File: src/rtl/cfx_pkg.sv
package cfx_pkg;
  localparam int START_BIT = 31;
  localparam int DIR_BIT   = 30;
  localparam int DMA_BIT   = 28;
  localparam int WIDE_BIT  = 25;
  localparam int NOINC_BIT = 24;

  typedef struct packed {
    logic dir_wr;
    logic dma;
    logic wide;
    logic noinc;
  } cfx_cfg_t;
endpackage

File: src/rtl/cfx_ctl_reg.sv
module cfx_ctl_reg
  import cfx_pkg::*;
#(
  parameter int CNT_W = 18
) (
  input  logic             clk,
  input  logic             rst_n,
  input  logic             we,
  input  logic [31:0]      wdata,
  input  logic             err,
  input  logic             host_fire,
  input  logic [1:0]       hstep,
  output logic             active,
  output logic [CNT_W-1:0] rem,
  output cfx_cfg_t         cfg,
  output logic             done
);
  logic             active_n;
  logic [CNT_W-1:0] rem_n;
  cfx_cfg_t         cfg_n;
  logic             done_n;
  logic             en;
  logic [CNT_W-1:0] step_e;

  assign step_e = {{(CNT_W-2){1'b0}}, hstep};
  assign en     = err | we | (active & host_fire);

  always_comb begin
    active_n = active;
    rem_n    = rem;
    cfg_n    = cfg;
    done_n   = 1'b0;
    if (err) begin
      active_n = 1'b0;
    end else if (we) begin
      cfg_n.dir_wr = wdata[DIR_BIT];
      cfg_n.dma    = wdata[DMA_BIT];
      cfg_n.wide   = wdata[WIDE_BIT];
      cfg_n.noinc  = wdata[NOINC_BIT];
      if (wdata[START_BIT]) begin
        rem_n = wdata[CNT_W-1:0];
        if (wdata[CNT_W-1:0] == '0) begin
          done_n   = 1'b1;
          active_n = 1'b0;
        end else begin
          active_n = 1'b1;
        end
      end else begin
        active_n = 1'b0;
      end
    end else if (active && host_fire) begin
      rem_n = rem - step_e;
      if (rem == step_e) begin
        done_n   = 1'b1;
        active_n = 1'b0;
      end
    end
  end

  always_ff @(posedge clk or negedge rst_n) begin
    if (!rst_n) begin
      active <= 1'b0;
      rem    <= '0;
      cfg    <= '0;
    end else if (en) begin
      active <= active_n;
      rem    <= rem_n;
      cfg    <= cfg_n;
    end
  end

  always_ff @(posedge clk or negedge rst_n) begin
    if (!rst_n) done <= 1'b0;
    else        done <= done_n;
  end

  AST_DONE_STOPS: assert property (@(posedge clk) disable iff (!rst_n)
    done |-> !active);
  AST_IDLE_HOLDS_COUNT: assert property (@(posedge clk) disable iff (!rst_n)
    (!active && !we) |=> $stable(rem));
endmodule

File: src/rtl/cfx_occ.sv
module cfx_occ #(
  parameter int CNT_W = 18,
  parameter int DEPTH = 512,
  parameter int OCC_W = 10
) (
  input  logic             clk,
  input  logic             rst_n,
  input  logic             flush,
  input  logic             hold,
  input  logic             active,
  input  logic             dir_wr,
  input  logic             wide,
  input  logic [CNT_W-1:0] rem,
  input  logic             host_stb,
  input  logic             card_stb,
  output logic             host_ack,
  output logic             card_ack,
  output logic [1:0]       hstep,
  output logic [OCC_W-1:0] occ
);
  localparam logic [CNT_W-1:0] DEPTH_C = CNT_W'(DEPTH);

  logic [CNT_W-1:0] occ_e, free_e, rd_room, space, hstep_e, cstep_e;
  logic [1:0]       cstep;
  logic             h_ok, c_ok;
  logic [OCC_W-1:0] inc, dec, occ_n;
  logic             en;

  assign occ_e   = CNT_W'(occ);
  assign free_e  = DEPTH_C - occ_e;
  assign rd_room = rem - occ_e;
  assign hstep   = (wide && rem >= CNT_W'(2)) ? 2'd2 : 2'd1;
  assign hstep_e = CNT_W'(hstep);

  always_comb begin
    if (dir_wr)                space = occ_e;
    else if (free_e < rd_room) space = free_e;
    else                       space = rd_room;
  end

  assign cstep   = (wide && space >= CNT_W'(2)) ? 2'd2 : 2'd1;
  assign cstep_e = CNT_W'(cstep);

  assign h_ok = active && !hold && (rem != '0) &&
                (dir_wr ? (free_e >= hstep_e) : (occ_e >= hstep_e));
  assign c_ok = active && !hold && (space >= cstep_e);

  assign host_ack = host_stb & h_ok;
  assign card_ack = card_stb & c_ok;

  always_comb begin
    inc = '0;
    dec = '0;
    if (dir_wr) begin
      if (host_ack) inc = OCC_W'(hstep);
      if (card_ack) dec = OCC_W'(cstep);
    end else begin
      if (card_ack) inc = OCC_W'(cstep);
      if (host_ack) dec = OCC_W'(hstep);
    end
    occ_n = flush ? '0 : (occ + inc - dec);
  end

  assign en = flush | host_ack | card_ack;

  always_ff @(posedge clk or negedge rst_n) begin
    if (!rst_n)  occ <= '0;
    else if (en) occ <= occ_n;
  end

  AST_LEVEL_BOUND: assert property (@(posedge clk) disable iff (!rst_n)
    occ_e <= DEPTH_C);
  AST_READ_LEVEL_LE_REM: assert property (@(posedge clk) disable iff (!rst_n)
    (active && !dir_wr) |-> (occ_e <= rem));
endmodule

File: src/rtl/cfx_avail.sv
module cfx_avail #(
  parameter int CNT_W = 18,
  parameter int DEPTH = 512,
  parameter int CHUNK = 512,
  parameter int OCC_W = 10
) (
  input  logic             clk,
  input  logic             rst_n,
  input  logic             active,
  input  logic             dir_wr,
  input  logic [OCC_W-1:0] occ,
  input  logic [CNT_W-1:0] rem,
  output logic             evt
);
  localparam logic [CNT_W-1:0] DEPTH_C = CNT_W'(DEPTH);
  localparam logic [CNT_W-1:0] CHUNK_C = CNT_W'(CHUNK);

  logic [CNT_W-1:0] occ_e;
  logic             wr_cond, rd_cond, cond, cond_q;

  assign occ_e   = CNT_W'(occ);
  assign wr_cond = (DEPTH_C - occ_e) >= CHUNK_C;
  assign rd_cond = (occ_e >= CHUNK_C) || ((occ_e != '0) && (occ_e == rem));
  assign cond    = active && (dir_wr ? wr_cond : rd_cond);
  assign evt     = cond & ~cond_q;

  always_ff @(posedge clk or negedge rst_n) begin
    if (!rst_n) cond_q <= 1'b0;
    else        cond_q <= cond;
  end

  AST_AVAIL_PULSE: assert property (@(posedge clk) disable iff (!rst_n)
    evt |=> !evt);
endmodule

File: src/rtl/cfx_xfer_ctrl.sv
module cfx_xfer_ctrl
  import cfx_pkg::*;
#(
  parameter int CNT_W = 18,
  parameter int CHUNK = 512,
  parameter int DEPTH = 512,
  parameter int OCC_W = $clog2(DEPTH + 1)
) (
  input  logic             clk,
  input  logic             rst_n,
  input  logic             ctl_we,
  input  logic [31:0]      ctl_wdata,
  output logic [31:0]      ctl_rdata,
  input  logic             xfer_err,
  input  logic             host_stb,
  output logic             host_ack,
  input  logic             card_stb,
  output logic             card_ack,
  output logic [OCC_W-1:0] fifo_level,
  output logic             evt_buf_avail,
  output logic             evt_xfer_done
);
  logic             active;
  logic [CNT_W-1:0] rem;
  cfx_cfg_t         cfg;
  logic [1:0]       hstep;
  logic             hold, flush;

  assign hold  = ctl_we | xfer_err;
  assign flush = ctl_we & ctl_wdata[START_BIT] & ~xfer_err;

  cfx_ctl_reg #(.CNT_W(CNT_W)) u_ctl (
    .clk       (clk),
    .rst_n     (rst_n),
    .we        (ctl_we),
    .wdata     (ctl_wdata),
    .err       (xfer_err),
    .host_fire (host_ack),
    .hstep     (hstep),
    .active    (active),
    .rem       (rem),
    .cfg       (cfg),
    .done      (evt_xfer_done)
  );

  cfx_occ #(.CNT_W(CNT_W), .DEPTH(DEPTH), .OCC_W(OCC_W)) u_occ (
    .clk      (clk),
    .rst_n    (rst_n),
    .flush    (flush),
    .hold     (hold),
    .active   (active),
    .dir_wr   (cfg.dir_wr),
    .wide     (cfg.wide),
    .rem      (rem),
    .host_stb (host_stb),
    .card_stb (card_stb),
    .host_ack (host_ack),
    .card_ack (card_ack),
    .hstep    (hstep),
    .occ      (fifo_level)
  );

  cfx_avail #(.CNT_W(CNT_W), .DEPTH(DEPTH), .CHUNK(CHUNK), .OCC_W(OCC_W)) u_avail (
    .clk    (clk),
    .rst_n  (rst_n),
    .active (active),
    .dir_wr (cfg.dir_wr),
    .occ    (fifo_level),
    .rem    (rem),
    .evt    (evt_buf_avail)
  );

  always_comb begin
    ctl_rdata            = '0;
    ctl_rdata[START_BIT] = active;
    ctl_rdata[DIR_BIT]   = cfg.dir_wr;
    ctl_rdata[DMA_BIT]   = cfg.dma;
    ctl_rdata[WIDE_BIT]  = cfg.wide;
    ctl_rdata[NOINC_BIT] = cfg.noinc;
    ctl_rdata[CNT_W-1:0] = rem;
  end
endmodule

File: config.mk
export PLATFORM = sky130hd
export DESIGN_NAME = cfx_xfer_ctrl
export DESIGN_NICKNAME = d
export VERILOG_FILES = /design/src/rtl/cfx_pkg.sv /design/src/rtl/cfx_ctl_reg.sv /design/src/rtl/cfx_occ.sv /design/src/rtl/cfx_avail.sv /design/src/rtl/cfx_xfer_ctrl.sv
export SDC_FILE = /design/constraint.sdc
export NUM_CORES = 1
export LEC_CHECK = 0
export BUFFER_PORTS_ARGS = -buffer_cell sky130_fd_sc_hd__buf_4
export CAP_MARGIN = 5
export CORE_ASPECT_RATIO = 1.1
export CORE_MARGIN = 2
export CORE_UTILIZATION = 57
export DETAILED_ROUTE_END_ITERATION = 12
export GPL_ROUTABILITY_DRIVEN = 0
export PLACE_DENSITY = 0.82
export SLEW_MARGIN = 25
export SYNTH_ARGS = -nofsm -noshare
export SYNTH_HDL_FRONTEND = slang
export SYNTH_SLANG_ARGS = --single-unit
export TNS_END_PERCENT = 1
File: constraint.sdc
create_clock -name clk -period 8.6 [get_ports clk]
set_input_delay 1.29 -clock clk [delete_from_list [all_inputs] [get_ports clk]]
set_output_delay 1.29 -clock clk [all_outputs]
set_load 0.1 [all_outputs]
==> results.tsv <==
stage	metric	value	unit
run_status	outcome	complete, no violations	
floorplanning	die width	86.3	um
final_layout	antenna fix cells	0	
power	P_leak	2.19	nW
place	I/O Buffers	65	
power	Peak VDD IR	0.000246	V
worst_setup_path	Critical Path RT	8.80	ns
worst_setup_path	worst setup path startpoint	u_ctl.rem[0]	
place	Final HPWL DP	9030	um
global_route	GRT Overall Usage	0.295	
worst_setup_path	RR Endpoint	u_occ.occ[9]	
route	Routed WL per cell	17.7	um
power	cell internal pwr	0.000738	W
yosys	Syn Inst Count	534	
sta	final setup vio count	0	
worst_setup_path	worst setup path end	u_occ.occ[9]	
clock_tree	clock root cell	clkbuf_8	
sta	Max Clock Skew	0.0127	ns
worst_setup_path	reg2reg setup slack	0.50	ns
yosys	synth unique cells	66	
final_layout	final net count	688	
sta	worst-margin pin slew	0.604	ns
run	maxcap violations	0	
power	combinational power share	0.748	
yosys	Seq/Total Area, Yosys	0.206	
worst_setup_path	crit path capture type	register	
worst_setup_path	Max stage delay on crit path	0.46	ns
final_layout	fill count	620	
worst_setup_path	WS Path Type	register to register	
worst_setup_path	R2R cell count	35	
route	Detail Route Antenna Nets	0	
route	vias per cell	6.49	
route	1st-pass router iterations	6	
sta	Peak Freq	123	MHz
power	NetSw	0.00101	W
global_route	initial antenna violation count	0	
global_route	wire length of the first global-routing pass	19400	um
yosys	flops & latches, synth	35	
clock_tree	Clock Sinks	35	
hold_path	HP Class	register to register	
clock_tree	htree depth	2	
yosys	ys async rst share	1.00	
floorplanning	die height	94.5	um
yosys	top post-synthesis cells by count	ha_1 (57), a21oi_1 (56), o21ai_0 (39), nor2_1 (38), dfrtp_1 (35)	
yosys	top cell type's share of synthesized area	0.206	
place	placed cells	668	
final_layout	share of layout cells above drive strength 1	0.190	
final_layout	Syn-to-layout area delta	15.5	%
sta	Final min period	8.10	ns
yosys	number of synthesized flops with an enable pin	0	
sta	Final Hold Viols	0	
yosys	top cells by area, synth	dfrtp_1 (21%), ha_1 (17%), a21oi_1 (6.6%)	
sta	Rel. slew slack	0.597	
power	switch share	0.578	
yosys	most numerous cell in the Yosys netlist	ha_1	
power	Clock Power Share	0.099	
power	Pwr Density	356	nW/um^2
final_layout	fin util	0.667	
yosys	synthesized cell area	4250	sq um
worst_setup_path	Critical Path Start Type	register	
clock_tree	hold-fix buffers at CTS	0	
floorplanning	Core ar.	7350	sq um
yosys	synth warn	0	
floorplanning	Die Area	8160	sq um
route	Starting DRT DRC Count	412	
power	Reg power frac	0.153	
worst_setup_path	Critical-path top delay cell	fa_1	
global_route	GRT overflow	0	
clock_tree	Reg clk slew, reported paths	0.10	ns
clock_tree	clk_lat worst skew	0.31	ns
yosys	most common flop cell mapped by yosys	dfrtp_1	
yosys	Synth area leader	dfrtp_1	
sta	final cycle utilization of the critical path	0.942	
floorplanning	Starting Density	0.578	
worst_setup_path	reg2reg start	u_ctl.rem[0]	
yosys	mean post-synth cell area	7.95	sq um
global_route	largest net degree at the start of global routing	54	
clock_tree	CTS max path bufs	2	
floorplanning	Rows	33	
sta	Max Slew Vio Count	0	
clock_tree	TritonCTS clock tree	built	
final_layout	Finished Layout Cells	677	
global_route	vias in the first global route	4088	
floorplanning	# IOs	84	
route	drt total wl	12000	um
clock_tree	CTS buffer count	5	
worst_setup_path	arrival time worst endpoint	8.30	ns
route	DR DRC count	0	
route	routed via count	4395	
worst_setup_path	largest fanout on the critical path	4	
[per-stage QoR]
stage	TNS (ns)	hold slack, ns	power, W	cell area (sq um)	setup WS, ns
final	0	0.515	0.00175	4900	0.501
after global routing	-0.0349	0.540	0.00187	4900	-0.0349
after CTS	0	0.522	0.00169	4840	0.176
after detailed placement	0	0.502	0.00151	4720	0.303
after global placement	0	0.498	0.00147	4720	0.547
after floorplan	0	0.550	0.00124	4280	0.512
[worst max-delay path, delay by kind of cell (launching register included)]
family	cells	cell delay [ns]
AO/OA/AOI/OAI	16	3.47
adder cells (fa/ha/maj)	6	1.96
AND/OR/NAND/NOR	10	1.67
flip-flops	1	0.43
XOR/XNOR	2	0.32
buffers and inverters	1	0.12
[power groups by stage]
stage | Sequential, W | Clock (W) | Combinational, W
floorplan | 0.000488 | 0 | 0.000751
global placement | 0.000264 | 0 | 0.00121
detailed placement | 0.000266 | 0 | 0.00125
CTS | 0.000263 | 0.000172 | 0.00126
global route | 0.000273 | 0.000180 | 0.00142
finish | 0.000267 | 0.000172 | 0.00131
[what timing repair did]
| item | in CTS | in global routing |
|---|---|---|
| setup endpoints to repair | 0 | 4 |
| buffers inserted | 0 | 1 |
| resized for setup | 0 | 17 |
[registers in the layout, indices dropped and copies added, names as in the netlist]
name	cells
u_ctl.rem	18
u_occ.occ	10
u_ctl.cfg	4
u_avail.cond_q	1
u_ctl.active	1
u_ctl.done	1
[cell type report]
type | instances | area (sq um) | area share
clock buffer | 6 | 82.6 | 0.0168
inverter | 36 | 138 | 0.0281
tap | 87 | 109 | 0.0222
sequential | 35 | 880 | 0.179
clock inverter | 2 | 38.8 | 0.00791
multi-input combinational | 437 | 3100 | 0.632
timing repair buffer | 74 | 556 | 0.113
[placed cells by master, fill, tap and decap left out, types with 5 or more instances in the layout]
cell	n
a22oi_1	7
a21oi_1	55
a311oi_1	7
nand4_1	9
nand2b_1	9
inv_1	32
nand2_1	25
clkbuf_8	6
o211ai_1	5
xor2_1	6
nor4_1	8
o21a_1	5
nor3_1	21
xnor2_1	23
nor2b_1	6
or4_1	5
nand3_1	19
conb_1	9
o21ai_1	6
or3_1	8
ha_1	55
o2bb2ai_1	5
o21ai_0	39
nor2_1	38
buf_4	74
dfrtp_1	32
[cell families after synthesis]
family	count (synthesis)	share of synthesized area
buffers and inverters	70	0.0831
other	1	0.000883
muxes	4	0.0106
xor gates and xnor gates	30	0.0619
adders and majority gates	61	0.187
and+or+nand+nor	170	0.211
AOI/OAI and AO/OA	163	0.239
DFF	35	0.206
[worst min path at each step]
stage                  from             end  slack [ns]  depth (start not counted)
6_report       u_ctl.cfg[2]    u_ctl.cfg[2]        0.51                          1
3_3_place_gp   u_ctl.cfg[2]    u_ctl.cfg[2]        0.50                          1
5_1_grt        u_ctl.cfg[2]    u_ctl.cfg[2]        0.54                          1
2_1_floorplan  u_ctl.active  u_avail.cond_q        0.55                          1
3_5_place_dp   u_ctl.cfg[2]    u_ctl.cfg[2]        0.50                          1
4_1_cts        u_ctl.cfg[2]    u_ctl.cfg[2]        0.52                          1
[routing by layer]
metal | vias up | part of all wire | wire length (um) | global-route usage
met5 | - | 0 | 0 | 0
met4 | 0 | 0.034 | 411 | 0.134
met3 | 41 | 0.068 | 816 | 0.0490
met2 | 213 | 0.49 | 5840 | 0.480
met1 | 2090 | 0.41 | 4910 | 0.383
li1 | 2051 | - | - | -
(Power assumes the default switching activity.)
